## src/rtl/dra_pkg.sv

```systemverilog
package dra_pkg;

    localparam int TC_W  = 6;
    localparam int OP_W  = 8;
    localparam int ERR_W = 5;

    // transfer codes of the message protocol
    localparam logic [TC_W-1:0] TC_ERROR  = 6'd8;
    localparam logic [TC_W-1:0] TC_READY  = 6'd16;
    localparam logic [TC_W-1:0] TC_RD_REQ = 6'd17;
    localparam logic [TC_W-1:0] TC_WR_REQ = 6'd18;
    localparam logic [TC_W-1:0] TC_RD_RSP = 6'd19;

    localparam logic [ERR_W-1:0] ERR_ADDR = 5'b00011;

    // register opcodes
    localparam logic [OP_W-1:0] OPC_ADDR = 8'h10;
    localparam logic [OP_W-1:0] OPC_CTRL = 8'h11;
    localparam logic [OP_W-1:0] OPC_DATA = 8'h14;

    // control word layout
    localparam int CTRL_SC_BIT  = 0;
    localparam int CTRL_DIR_BIT = 1;
    localparam int CTRL_SZ_LSB  = 2;
    localparam int CTRL_CNT_LSB = 8;

    typedef enum logic [1:0] {
        SZ_BYTE = 2'd0,
        SZ_HALF = 2'd1,
        SZ_WORD = 2'd2,
        SZ_RSVD = 2'd3
    } xfer_size_e;

    typedef enum logic [1:0] {
        ST_IDLE,
        ST_BUSY,
        ST_REPLY
    } ctl_state_e;

endpackage

```

## src/rtl/dra_regs.sv

```systemverilog
module dra_regs
    import dra_pkg::*;
#(
    parameter int ADDR_W = 32,
    parameter int DATA_W = 32,
    parameter int CNT_W  = 8
) (
    input  logic              clk,
    input  logic              rst_n,
    input  logic              wr_en,
    input  logic [OP_W-1:0]   wr_opc,
    input  logic [DATA_W-1:0] wr_data,
    input  logic              sc_clr,
    input  logic              upd_en,
    input  logic [DATA_W-1:0] upd_data,
    input  logic [OP_W-1:0]   rd_opc,
    output logic [DATA_W-1:0] rd_data,
    output logic [ADDR_W-1:0] addr_o,
    output logic [DATA_W-1:0] data_o
);

    typedef struct packed {
        logic [ADDR_W-1:0] addr;
        logic [DATA_W-1:0] data;
        logic              sc;
        logic              dir;
        logic [1:0]        size;
        logic [CNT_W-1:0]  cnt;
    } regs_t;

    regs_t regs_d, regs_q;

    always_comb begin
        regs_d = regs_q;
        if (upd_en) begin
            regs_d.data = upd_data;
        end
        if (sc_clr) begin
            regs_d.sc = 1'b0;
        end
        if (wr_en) begin
            case (wr_opc)
                OPC_ADDR: regs_d.addr = wr_data[ADDR_W-1:0];
                OPC_CTRL: begin
                    regs_d.sc   = wr_data[CTRL_SC_BIT];
                    regs_d.dir  = wr_data[CTRL_DIR_BIT];
                    regs_d.size = wr_data[CTRL_SZ_LSB +: 2];
                    regs_d.cnt  = wr_data[CTRL_CNT_LSB +: CNT_W];
                end
                OPC_DATA: regs_d.data = wr_data;
                default: ;
            endcase
        end
    end

    always_ff @(posedge clk or negedge rst_n) begin
        if (!rst_n) begin
            regs_q <= '0;
        end else begin
            regs_q <= regs_d;
        end
    end

    always_comb begin
        rd_data = '0;
        case (rd_opc)
            OPC_ADDR: rd_data[ADDR_W-1:0] = regs_q.addr;
            OPC_CTRL: begin
                rd_data[CTRL_SC_BIT]              = regs_q.sc;
                rd_data[CTRL_DIR_BIT]             = regs_q.dir;
                rd_data[CTRL_SZ_LSB +: 2]         = regs_q.size;
                rd_data[CTRL_CNT_LSB +: CNT_W]    = regs_q.cnt;
            end
            OPC_DATA: rd_data = regs_q.data;
            default: rd_data = '0;
        endcase
    end

    assign addr_o = regs_q.addr;
    assign data_o = regs_q.data;

endmodule

```

## src/rtl/dra_bus_master.sv

```systemverilog
module dra_bus_master
    import dra_pkg::*;
#(
    parameter int ADDR_W = 32,
    parameter int DATA_W = 32,
    parameter int CNT_W  = 8
) (
    input  logic              clk,
    input  logic              rst_n,
    input  logic              start,
    input  logic [ADDR_W-1:0] start_addr,
    input  logic              start_dir,
    input  logic [1:0]        start_size,
    input  logic [CNT_W-1:0]  start_cnt,
    input  logic [DATA_W-1:0] wdata,
    input  logic              bus_ack,
    input  logic              bus_err,
    input  logic [DATA_W-1:0] bus_rdata,
    output logic              bus_req,
    output logic              bus_we,
    output logic [ADDR_W-1:0] bus_addr,
    output logic [1:0]        bus_size,
    output logic [DATA_W-1:0] bus_wdata,
    output logic              rd_valid,
    output logic [DATA_W-1:0] rd_data,
    output logic              done,
    output logic              done_err
);

    localparam logic [CNT_W-1:0] ONE_BEAT = CNT_W'(1);

    typedef struct packed {
        logic              active;
        logic              we;
        logic [1:0]        size;
        logic [ADDR_W-1:0] addr;
        logic [CNT_W-1:0]  left;
    } mst_t;

    mst_t mst_d, mst_q;

    logic [1:0]        size_n;
    logic [ADDR_W-1:0] step;
    logic              beat_ok;
    logic              beat_err;

    function automatic logic [ADDR_W-1:0] align_to(input logic [ADDR_W-1:0] a,
                                                   input logic [1:0] sz);
        logic [ADDR_W-1:0] r;
        r = a;
        if (sz == SZ_HALF) begin
            r[0] = 1'b0;
        end else if (sz == SZ_WORD) begin
            r[1:0] = 2'b00;
        end
        return r;
    endfunction

    always_comb begin
        mst_d    = mst_q;
        done     = 1'b0;
        done_err = 1'b0;
        rd_valid = 1'b0;
        size_n   = (start_size == SZ_RSVD) ? SZ_WORD : start_size;
        step     = ADDR_W'(1) << mst_q.size;
        beat_ok  = mst_q.active && bus_ack && !bus_err;
        beat_err = mst_q.active && bus_ack && bus_err;

        if (start) begin
            mst_d.active = 1'b1;
            mst_d.we     = !start_dir;
            mst_d.size   = size_n;
            mst_d.addr   = align_to(start_addr, size_n);
            mst_d.left   = (start_cnt == '0) ? ONE_BEAT : start_cnt;
        end else if (beat_err) begin
            mst_d.active = 1'b0;
            done         = 1'b1;
            done_err     = 1'b1;
        end else if (beat_ok) begin
            rd_valid = !mst_q.we;
            if (mst_q.left == ONE_BEAT) begin
                mst_d.active = 1'b0;
                done         = 1'b1;
            end else begin
                mst_d.left = mst_q.left - ONE_BEAT;
                mst_d.addr = mst_q.addr + step;
            end
        end
    end

    always_ff @(posedge clk or negedge rst_n) begin
        if (!rst_n) begin
            mst_q <= '0;
        end else begin
            mst_q <= mst_d;
        end
    end

    assign bus_req   = mst_q.active;
    assign bus_we    = mst_q.we;
    assign bus_addr  = mst_q.addr;
    assign bus_size  = mst_q.size;
    assign bus_wdata = wdata;
    assign rd_data   = bus_rdata;

endmodule

```

## src/rtl/dra_rsp_out.sv

```systemverilog
module dra_rsp_out
    import dra_pkg::*;
#(
    parameter int DATA_W = 32
) (
    input  logic              clk,
    input  logic              rst_n,
    input  logic              load,
    input  logic [TC_W-1:0]   ld_tcode,
    input  logic [DATA_W-1:0] ld_data,
    input  logic              rsp_ready,
    output logic              rsp_valid,
    output logic [TC_W-1:0]   rsp_tcode,
    output logic [DATA_W-1:0] rsp_data
);

    typedef struct packed {
        logic              valid;
        logic [TC_W-1:0]   tcode;
        logic [DATA_W-1:0] data;
    } rsp_t;

    rsp_t rsp_d, rsp_q;

    always_comb begin
        rsp_d = rsp_q;
        if (rsp_q.valid && rsp_ready) begin
            rsp_d.valid = 1'b0;
        end
        if (load) begin
            rsp_d.valid = 1'b1;
            rsp_d.tcode = ld_tcode;
            rsp_d.data  = ld_data;
        end
    end

    always_ff @(posedge clk or negedge rst_n) begin
        if (!rst_n) begin
            rsp_q <= '0;
        end else begin
            rsp_q <= rsp_d;
        end
    end

    assign rsp_valid = rsp_q.valid;
    assign rsp_tcode = rsp_q.tcode;
    assign rsp_data  = rsp_q.data;

endmodule

```

## src/rtl/dbg_reg_access.sv

```systemverilog
module dbg_reg_access
    import dra_pkg::*;
#(
    parameter int ADDR_W = 32,
    parameter int DATA_W = 32,
    parameter int CNT_W  = 8
) (
    input  logic              clk,
    input  logic              rst_n,
    input  logic              req_valid,
    output logic              req_ready,
    input  logic [TC_W-1:0]   req_tcode,
    input  logic [OP_W-1:0]   req_opcode,
    input  logic [DATA_W-1:0] req_data,
    output logic              rsp_valid,
    input  logic              rsp_ready,
    output logic [TC_W-1:0]   rsp_tcode,
    output logic [DATA_W-1:0] rsp_data,
    output logic              bus_req,
    output logic              bus_we,
    output logic [1:0]        bus_size,
    output logic [ADDR_W-1:0] bus_addr,
    output logic [DATA_W-1:0] bus_wdata,
    input  logic [DATA_W-1:0] bus_rdata,
    input  logic              bus_ack,
    input  logic              bus_err
);

    typedef struct packed {
        ctl_state_e state;
    } top_t;

    top_t top_d, top_q;

    logic              accept;
    logic              is_wr;
    logic              is_rd;
    logic              reg_wr_en;
    logic              launch;
    logic [DATA_W-1:0] reg_rd_data;
    logic [ADDR_W-1:0] cfg_addr;
    logic [DATA_W-1:0] cfg_data;
    logic              mst_done;
    logic              mst_err;
    logic              mst_rd_valid;
    logic [DATA_W-1:0] mst_rd_data;
    logic              rsp_load;
    logic [TC_W-1:0]   rsp_ld_tcode;
    logic [DATA_W-1:0] rsp_ld_data;
    logic              sc_clr;

    assign req_ready = (top_q.state == ST_IDLE);
    assign accept    = req_ready && req_valid;
    assign is_wr     = (req_tcode == TC_WR_REQ);
    assign is_rd     = (req_tcode == TC_RD_REQ);
    assign reg_wr_en = accept && is_wr;
    assign launch    = reg_wr_en && (req_opcode == OPC_CTRL) && req_data[CTRL_SC_BIT];

    always_comb begin
        top_d        = top_q;
        rsp_load     = 1'b0;
        rsp_ld_tcode = TC_READY;
        rsp_ld_data  = '0;
        sc_clr       = 1'b0;
        case (top_q.state)
            ST_IDLE: begin
                if (accept) begin
                    if (launch) begin
                        top_d.state = ST_BUSY;
                    end else begin
                        rsp_load    = 1'b1;
                        top_d.state = ST_REPLY;
                        if (is_rd) begin
                            rsp_ld_tcode = TC_RD_RSP;
                            rsp_ld_data  = reg_rd_data;
                        end
                    end
                end
            end
            ST_BUSY: begin
                if (mst_done) begin
                    sc_clr      = 1'b1;
                    rsp_load    = 1'b1;
                    top_d.state = ST_REPLY;
                    if (mst_err) begin
                        rsp_ld_tcode = TC_ERROR;
                        rsp_ld_data  = DATA_W'(ERR_ADDR);
                    end
                end
            end
            ST_REPLY: begin
                if (rsp_valid && rsp_ready) begin
                    top_d.state = ST_IDLE;
                end
            end
            default: top_d.state = ST_IDLE;
        endcase
    end

    always_ff @(posedge clk or negedge rst_n) begin
        if (!rst_n) begin
            top_q.state <= ST_IDLE;
        end else begin
            top_q <= top_d;
        end
    end

    dra_regs #(
        .ADDR_W (ADDR_W),
        .DATA_W (DATA_W),
        .CNT_W  (CNT_W)
    ) i_regs (
        .clk      (clk),
        .rst_n    (rst_n),
        .wr_en    (reg_wr_en),
        .wr_opc   (req_opcode),
        .wr_data  (req_data),
        .sc_clr   (sc_clr),
        .upd_en   (mst_rd_valid),
        .upd_data (mst_rd_data),
        .rd_opc   (req_opcode),
        .rd_data  (reg_rd_data),
        .addr_o   (cfg_addr),
        .data_o   (cfg_data)
    );

    dra_bus_master #(
        .ADDR_W (ADDR_W),
        .DATA_W (DATA_W),
        .CNT_W  (CNT_W)
    ) i_bus_master (
        .clk        (clk),
        .rst_n      (rst_n),
        .start      (launch),
        .start_addr (cfg_addr),
        .start_dir  (req_data[CTRL_DIR_BIT]),
        .start_size (req_data[CTRL_SZ_LSB +: 2]),
        .start_cnt  (req_data[CTRL_CNT_LSB +: CNT_W]),
        .wdata      (cfg_data),
        .bus_ack    (bus_ack),
        .bus_err    (bus_err),
        .bus_rdata  (bus_rdata),
        .bus_req    (bus_req),
        .bus_we     (bus_we),
        .bus_addr   (bus_addr),
        .bus_size   (bus_size),
        .bus_wdata  (bus_wdata),
        .rd_valid   (mst_rd_valid),
        .rd_data    (mst_rd_data),
        .done       (mst_done),
        .done_err   (mst_err)
    );

    dra_rsp_out #(
        .DATA_W (DATA_W)
    ) i_rsp_out (
        .clk       (clk),
        .rst_n     (rst_n),
        .load      (rsp_load),
        .ld_tcode  (rsp_ld_tcode),
        .ld_data   (rsp_ld_data),
        .rsp_ready (rsp_ready),
        .rsp_valid (rsp_valid),
        .rsp_tcode (rsp_tcode),
        .rsp_data  (rsp_data)
    );

endmodule

```

## config.mk

```make
export PLATFORM = sky130hd
export DESIGN_NAME = dbg_reg_access
export DESIGN_NICKNAME = d
export VERILOG_FILES = /design/src/rtl/dra_pkg.sv /design/src/rtl/dra_regs.sv /design/src/rtl/dra_bus_master.sv /design/src/rtl/dra_rsp_out.sv /design/src/rtl/dbg_reg_access.sv
export SDC_FILE = /design/constraint.sdc
export NUM_CORES = 1
export LEC_CHECK = 0
export ABC_AREA = 1
export BUFFER_PORTS_ARGS = -buffer_cell sky130_fd_sc_hd__buf_2
export CAP_MARGIN = 10
export CORE_ASPECT_RATIO = 1.4
export CORE_MARGIN = 2
export CORE_UTILIZATION = 56
export CTS_CLUSTER_DIAMETER = 80
export CTS_CLUSTER_SIZE = 24
export DETAILED_ROUTE_END_ITERATION = 12
export GPL_TIMING_DRIVEN = 0
export PLACE_DENSITY_LB_ADDON = 0.08
export SLEW_MARGIN = 5
export SYNTH_ARGS = -nofsm -noshare
export SYNTH_HDL_FRONTEND = slang
export SYNTH_SLANG_ARGS = --single-unit
```

## constraint.sdc

```tcl
create_clock -name clk -period 2.7 [get_ports clk]
set_clock_uncertainty 0.1 [all_clocks]
set_input_delay 0.675 -clock clk [delete_from_list [all_inputs] [get_ports clk]]
set_output_delay 0.675 -clock clk [all_outputs]
set_load 0.03 [all_outputs]
```

Word level (Yosys, flattened, before mapping):

Cells that the tools add are included.
Widths: inputs -> output; s select.

* reductions and logical operators: 22
* shift operators: 1
* add/sub/neg operators: 2
* mux-type cells: 55
* equality and inequality tests: 16

Operators by type and width (count)
* $mux 32: 5
* $mux 40: 4
* $pmux 32 s2: 1
* $mux 44: 1
* $mux 39: 1
* $add 32x32->32: 1
* $pmux 16 s2: 1
* $shl 1x2->32 const A: 1
* $eq 8x5->1 const B: 3
* $pmux 8 s3: 1
* $mux 2: 11
* $mux 1: 21
* $eq 6x5->1 const B: 2
* $mux 12: 1
* $pmux 4 s3: 1
* $mux 5: 2
* $pmux 5 s2: 1
* $eq 8x1->1 const B: 1
* $logic_and 1x1->1: 8
* $logic_not 8->1: 1
* $mux 8: 1
* $ne 2x1->1 const B: 4
* $pmux 4 s2: 1
* $sub 8x1->8 const B: 1
* other kinds (11): 21

* input bits: 84
* register bits after elaboration: 161
* output and inout port bits: 108
* logic and storage cells: 111

Depth between registers and ports, before layout:

Gate-level depths: netlist of run 1.

* depth after elaboration: 11
* gate-level depth with buffers: 14
* gate-level depth less buffers: 14

Cells and area by module:

From an unflattened synthesis of run 1, not the netlist that was laid out.

* cells, all modules: 1561
* area, all modules: 10914.2 µm²

Modules (own cells, without submodules)
* dra_regs: seq. area each 1901.8 µm², cells an instance 648, area an instance 4757.1 µm², times used 1
* dra_bus_master: seq. area each 1101.1 µm², cells an instance 628, area an instance 4041.4 µm², times used 1
* dra_rsp_out: seq. area each 975.9 µm², cells an instance 165, area an instance 1475.2 µm², times used 1
* dbg_reg_access: seq. area each 50.0 µm², cells an instance 120, area an instance 640.6 µm², times used 1

Least setup slack after synthesis of run 1:

Ideal clock, no wire load.

* path kind: register -> register
* start: register i_bus_master.mst_q (netlist bit i_bus_master.bus_size[0])
* end: register i_bus_master.mst_q (netlist bit i_bus_master.bus_addr[28])
* setup time: 0.117 ns
* cell stages (with the launch flop): 15
* data required time: 2.483 ns
* setup slack: 0.672 ns
* data arrival time: 1.812 ns
* path buffers: 0
* clock period less this slack: 2.028 ns
* cells stage by stage: dfrtp_1 nor2_1 ha_1 inv_1 fa_1 inv_1 nand2_1 nand3_1 nand2_1 nor2_1 nand2_1 nand2_1 nand2_1 nand2_1 nand2_1

* cells in the longest elaborated chain, start to end: 6

RTL lines
* start, declared: line dra_bus_master.sv:40 `mst_t mst_d, mst_q;`
* start signal, assigned: line dra_bus_master.sv:95 `mst_q <= mst_d;`
* $shl 1x2->32: line dra_bus_master.sv:65 `step = ADDR_W'(1) << mst_q.size;`
* $add 32x32->32: line dra_bus_master.sv:86 `mst_d.addr = mst_q.addr + step;`
* $mux 40: line dra_bus_master.sv:81 `if (mst_q.left == ONE_BEAT) begin`
* $mux 40: line dra_bus_master.sv:79 `end else if (beat_ok) begin`
* $mux 40: line dra_bus_master.sv:75 `end else if (beat_err) begin`
* $mux 40: line dra_bus_master.sv:69 `if (start) begin`

No other way between the ends. The select of a mux whose other input is x is not followed.
A chain may end at the register's enable or synchronous reset.

Worst setup path after layout of run 1:

Same ends and word-level chain as after synthesis.

==> summary.md, run 1 <==
| Metric | Value |
|---|---|
| Status | `completed` |
| Final ANT Viol Nets | `0` |
| Max Fclk | `0.411 GHz` |
| Post-CTS Repair Setup Buffers | `0` |
| Largest family of logic cells by synthesized area | `simple AND/OR/NAND/NOR gates` |
| FF-to-FF setup slack | `0.27 ns` |
| CTS tree | `yes` |
| Post-synthesis compound-gate area fraction | `3.90%` |
| Clock Tree Buf Depth | `2` |
| Combinational power share | `7.3%` |
| Power, Total | `5.36 mW` |
| Largest net degree at the start of global routing | `97` |
| Avg Cell Area, Syn | `6.91 um^2` |
| Clock network fraction of total power | `47.6%` |
| CTS root buffer | `clkbuf_16` |
| Switching share of total power | `24.0%` |
| Hold-fix buffers, CTS | `0` |
| First-pass GRT wire length | `46300 um` |
| Setup TNS | `0 ns` |
| Synth unique cells | `31` |
| Drt wl/cell | `16.2 um` |
| Final instance area | `11300 um^2` |
| Xor-xnor portion of the synthesized cell area | `1.57%` |
| Fraction of layout cells with a size suffix above 1 | `20.5%` |
| Fin. Hold Viols | `0` |
| Simple-Gate Fraction of Synth Area | `37.6%` |
| Setup crit end kind | `register` |
| Post-route DRC | `0` |
| Final nets | `1673` |
| Initial antenna violation count | `0` |
| Post-synthesis adder-cell area fraction | `1.00%` |
| Yosys reg bits | `158` |
| Initial Util | `56.8%` |
| Sw power | `1.29 mW` |
| Post-Route Utilization | `68.0%` |
| Critical Path RT | `2.91 ns` |
| Final Max Tran Viols | `0` |
| GRT Residual Overflow | `0` |
| Total core area | `16700 um^2` |
| Row count | `56` |
| Synth Warn # | `0` |
| RSZ-0062 raised after global routing | `no` |
| Sequential area share after synthesis | `41.7%` |
| Internal | `4.07 mW` |
| Fin cells | `1798` |
| Worst-skew pair later-pin latency | `0.42 ns` |
| Dpl cells | `1766` |
| TritonCTS Buffers | `17` |
| Die area | `18000 um^2` |
| P_leak | `6.31 nW` |
| DP Area | `10700 um^2` |
| Final Cycle Share | `90.0%` |
| Routed wire length | `29100 um` |
| Crit start category | `register` |
| Number of global-route vias before repair | `8982` |
| Type of the worst min-delay path | `input port to async pin` |
| Die Y-Extent | `158 um` |
| Max cap viols | `0` |
| Port Buffers | `189` |
| Io pins | `192` |
| Worst hold margin | `0.168 ns` |
| Die width | `114 um` |
| Post-CTS sizing | `0` |
| WS Path Type | `register to register` |
| Num Clock Sinks | `158` |
| Most frequent cells in the layout | `nand2_1 (527), nand3_1 (217), buf_2 (212)` |
| Most common cell after layout, fill and taps aside | `nand2_1` |
| Cell Pwr Density | `472 nW/um^2` |
| Setup-failing EPs final | `0` |
| Vias | `9513` |
| Dpl hpwl | `22900 um` |
| H-tree depth | `4` |
| Peak VDD IR | `0.000415 V` |
| Final Wtd Congestion | `0.998` |
| Mapped Area | `9480 um^2` |
| Post-Synthesis Cells | `1372` |
| Place WS | `0.0753 ns` |
| Clock Pin Slew Worst Setup and Hold Paths | `0.06 ns` |
| Ant. Diodes | `0` |
| Worst Path Arrival | `2.64 ns` |
| First DRT Iteration DRCs | `740` |
| Max FO, Critical Path | `5` |
| Final min period | `2.43 ns` |
| Part of the power in registers | `45.0%` |
| Via-per-instance ratio | `5.29` |
| Multiplexer area fraction after synthesis | `0%` |
| Max-slew headroom | `49.7%` |
| Worst Max-Slew Pin Slew | `0.755 ns` |
| GRT Total Usage | `33.5%` |
| Pre-antenna DRT Iters | `5` |
| Area Growth Syn to Fin | `19.8%` |
| Fin worst setup slack | `0.269 ns` |
[worst paths after layout]
path / from / end / cells past startpoint
worst max-delay path: i_bus_master.bus_size[0] / i_bus_master.bus_addr[28] / 14
max in group asynchronous: rst_n / i_rsp_out.rsp_data[25] / 2
min in group clk: req_data[7] / i_regs.data_o[7] / 3
worst min register to register: i_regs.addr_o[6] / i_regs.addr_o[6] / 2
worst max register to register: i_bus_master.bus_size[0] / i_bus_master.bus_addr[28] / 14
worst min-delay path: rst_n / i_regs.data_o[11] / 1
[metal layers]
metal  global-route usage [%]  share of wire [%]
met1                     41.9                 40
met2                     55.8                 49
met4                     16.6                4.8
met3                     6.24                6.7
met5                        0                  0
[critical path, stage by stage (launching register included)]
cell	delay, ns
dfrtp_1	0.42
nor2_1	0.12
ha_1	0.21
inv_1	0.07
fa_1	0.39
inv_1	0.11
nand2_1	0.09
nand3_1	0.12
nand2_1	0.09
nor2_1	0.30
nand2_1	0.09
nand2_1	0.06
nand2_1	0.05
nand2_1	0.06
nand2_1	0.05
[state kept, by name (all words and copies together) (netlist names), 2 cells and up]
register / flops
i_rsp_out.rsp_data: 32
top_q: 2
i_regs.addr_o: 32
i_rsp_out.rsp_tcode: 3
i_bus_master.bus_addr: 32
i_regs.regs_q: 12
i_bus_master.mst_q: 8
i_regs.data_o: 32
i_bus_master.bus_size: 2
[area by class of cell]
type | count | area [um^2]
multi-input combinational | 936 | 4180
fill | 1545 | 5330
inverter | 155 | 582
tap | 203 | 254
sequential | 158 | 3950
clock buffer | 18 | 439
buffer | 124 | 762
timing repair buffer | 190 | 983
clock inverter | 14 | 191
[power by group through the flow]
stage / combinational [mW] / sequential [mW] / clock, mW
2_1_floorplan: 0.148 / 2.48 / 0
3_3_place_gp: 0.379 / 2.46 / 0
3_5_place_dp: 0.389 / 2.46 / 0
4_1_cts: 0.393 / 2.41 / 2.57
5_1_grt: 0.433 / 2.42 / 2.68
6_report: 0.393 / 2.41 / 2.55
[logic make-up (layout without fill, tap and decap cells)]
group,after synthesis,after routing
AO/OA/AOI/OAI,67,67
XOR/XNOR,17,17
other,1,2
AND/OR/NAND/NOR,843,843
flip-flops,158,158
buffers and inverters,279,501
adder cells (fa/ha/maj),7,7
[synthesized netlist by cell type (all sizes together)]
cell | instances | share of area (%)
nand4 | 12 | 0.79
fa | 1 | 0.21
a21oi | 4 | 0.21
o21a | 1 | 0.079
dfrtp | 158 | 42
nor3 | 4 | 0.21
clkinv | 1 | 0.040
inv | 154 | 6.1
conb | 1 | 0.040
nand3 | 220 | 12
buf | 96 | 6.9
a31oi | 1 | 0.066
o211ai | 11 | 0.87
clkbuf | 28 | 1.1
o22ai | 2 | 0.13
nand3b | 7 | 0.55
nand2 | 528 | 21
nor2 | 72 | 3.2
ha | 6 | 0.79
xnor2 | 9 | 0.83
xor2 | 8 | 0.74
o21ai | 48 | 2.5
Note: power is estimated with default switching activity, not from simulation.
==> run 2: changes to the inputs <==
- CORE_ASPECT_RATIO: 1.4 -> 0.5
- SLEW_MARGIN: 5 -> 20
==> run 2 against run 1 <==
  * Utilization increased by 0.78 points
  * Routed wire length increased by 5.7%
  * Die area grew 0.27%
  * Sequential cell count did not move
  * Non-clock buffer count is the same
  * Maximum frequency rose by 0.20%
  * Setup slack better by 0.0048 ns
  * Sequential power barely moved
  * Global-route usage rose by 1.7 points
  * Power down 1.3%
  * Design area about the same
  * Final cell count grew 1.3%
==> summary.md, run 2 (synthesis gave the netlist of run 1 again) <==
| Metric | Value |
|---|---|
| Status | `completed` |
| Total core area | `16500 um^2` |
| Pre-antenna DRT Iters | `5` |
| Final instance area | `11300 um^2` |
| Met2 WL | `13300 um` |
| Fin worst setup slack | `0.274 ns` |
| Final Cycle Share | `89.9%` |
| Critical Path RT | `2.97 ns` |
| Peak VDD IR | `0.000475 V` |
| Post-route DRC | `0` |
| CTS root buffer | `clkbuf_16` |
| Fin. Hold Viols | `0` |
| Max layer used | `met5` |
| Post-CTS sizing | `0` |
| Worst Path Arrival | `2.70 ns` |
| Post-CTS Repair Setup Buffers | `0` |
| Final Max Tran Viols | `0` |
| Die area | `18000 um^2` |
| P_leak | `6.30 nW` |
| Row count | `33` |
| Vias | `9833` |
| First-pass GRT wire length | `48000 um` |
| Port Buffers | `189` |
| Drt wl/cell | `16.9 um` |
| Die Y-Extent | `96.0 um` |
| Setup-failing EPs final | `0` |
| CP Launch Point | `i_bus_master.mst_q[1]` |
| GRT Residual Overflow | `0` |
| Clock network fraction of total power | `47.3%` |
| WL met3 | `3270 um` |
| CTS tree | `yes` |
| Final Wtd Congestion | `0.956` |
| Setup crit end kind | `register` |
| Max cap viols | `0` |
| Die width | `188 um` |
| H-tree depth | `4` |
| Final nets | `1673` |
| Crit start category | `register` |
| FF-to-FF setup slack | `0.27 ns` |
| Ant. Diodes | `0` |
| Worst Max-Slew Pin Slew | `0.773 ns` |
| Terminus of the critical flop-to-flop path | `i_bus_master.bus_addr[25]` |
| Worst r2r path cells | `11` |
| Cell Pwr Density | `467 nW/um^2` |
| Dpl hpwl | `23200 um` |
| RSZ-0062 raised after global routing | `no` |
| Routed wire length | `30800 um` |
| Sw power | `1.38 mW` |
| Crit path capture | `i_bus_master.bus_addr[25]` |
| Hold-fix buffers, CTS | `0` |
| Io pins | `192` |
| Part of the power in registers | `45.5%` |
| Via-per-instance ratio | `5.40` |
| Max-slew headroom | `48.5%` |
| Fraction of layout cells with a size suffix above 1 | `20.5%` |
| Worst-skew pair later-pin latency | `0.43 ns` |
| Switching share of total power | `26.2%` |
| Place WS | `0.0105 ns` |
| Initial Util | `57.5%` |
| Number of global-route vias before repair | `9087` |
| Initial antenna violation count | `1` |
| Max Fclk | `0.412 GHz` |
| DP Area | `10700 um^2` |
| WS Path Type | `register to register` |
| Met1 Wirelength | `13700 um` |
| Area Growth Syn to Fin | `19.7%` |
| GRT Total Usage | `35.2%` |
| Largest net degree at the start of global routing | `95` |
| Type of the worst min-delay path | `input port to async pin` |
| Setup TNS | `0 ns` |
| Power, Total | `5.29 mW` |
| Final ANT Viol Nets | `0` |
| Internal | `3.91 mW` |
| Most frequent cells in the layout | `nand2_1 (527), nand3_1 (217), buf_2 (212)` |
| Most common cell after layout, fill and taps aside | `nand2_1` |
| Combinational power share | `7.2%` |
| Num Clock Sinks | `158` |
| Final min period | `2.43 ns` |
| Layout fillers | `1495` |
| First DRT Iteration DRCs | `1093` |
| Max FO, Critical Path | `10` |
| Clock Tree Buf Depth | `2` |
| TritonCTS Buffers | `17` |
| Clock Pin Slew Worst Setup and Hold Paths | `0.07 ns` |
| Worst r2r src | `i_bus_master.mst_q[1]` |
run 2: cell count changes in the layout (fill, tap and decap cells not counted):
cell	before	now
clkinvlp_4	4	1
inv_8	0	2
clkinv_2	3	2
clkinv_4	2	1
bufinv_16	4	2
inv_6	1	5
run 2: metal layers:
metal  track usage (%)  vias up
met1              49.9     4598
met3              7.62       51
met2              55.8      524
met5                 0        -
li1                  -     4658
met4              8.40        2
run 2: worst min-delay path by stage:
stage                                      to  slack, ns  cells after the start
finish               i_bus_master.bus_addr[9]       0.15                      1
global placement             i_regs.addr_o[6]       0.35                      2
detailed placement           i_regs.addr_o[6]       0.37                      2
global route        i_bus_master.bus_addr[25]       0.22                      1
floorplan            i_bus_master.bus_addr[0]       0.28                      0
CTS                     i_bus_master.mst_q[4]       0.20                      1
run 2: power groups by stage:
stage                     Clock [mW]  Sequential, mW  Combinational [mW]
after CTS                       2.50            2.41               0.381
after floorplan                    0            2.48               0.148
after global placement             0            2.45               0.370
final                           2.50            2.41               0.382
after global routing            2.60            2.41               0.419
after detailed placement           0            2.45               0.381
run 2: critical path, stage by stage, from the launching register on:
cell	delay (ns)
dfrtp_1	0.40
inv_1	0.08
ha_1	0.14
nand3_1	0.08
nor2_1	0.36
nor2_1	0.28
inv_1	0.14
clkbuf_1	0.42
nand3_1	0.14
nand2_1	0.11
inv_1	0.04
nand2_1	0.05
run 2: cell type report:
type                       instances  area [um^2]  share of cell area, %
buffer                           124          762                   6.72
clock buffer                      18          439                   3.87
timing repair buffer             190          983                   8.67
tap                              227          284                   2.50
inverter                         155          582                   5.13
clock inverter                    13          153                   1.35
sequential                       158         3950                   34.9
multi-input combinational        936         4180                   36.9
run 2: through the flow:
step / util (%) / hold slack, ns / std cells
CTS: 68.8 / 0.201 / 1821
floorplan: - / 0.279 / 1373
global placement: 65.0 / 0.355 / 1789
detailed placement: 65.2 / 0.375 / 1790
global route: 68.8 / 0.224 / 1821
finish: 68.8 / 0.149 / 1821
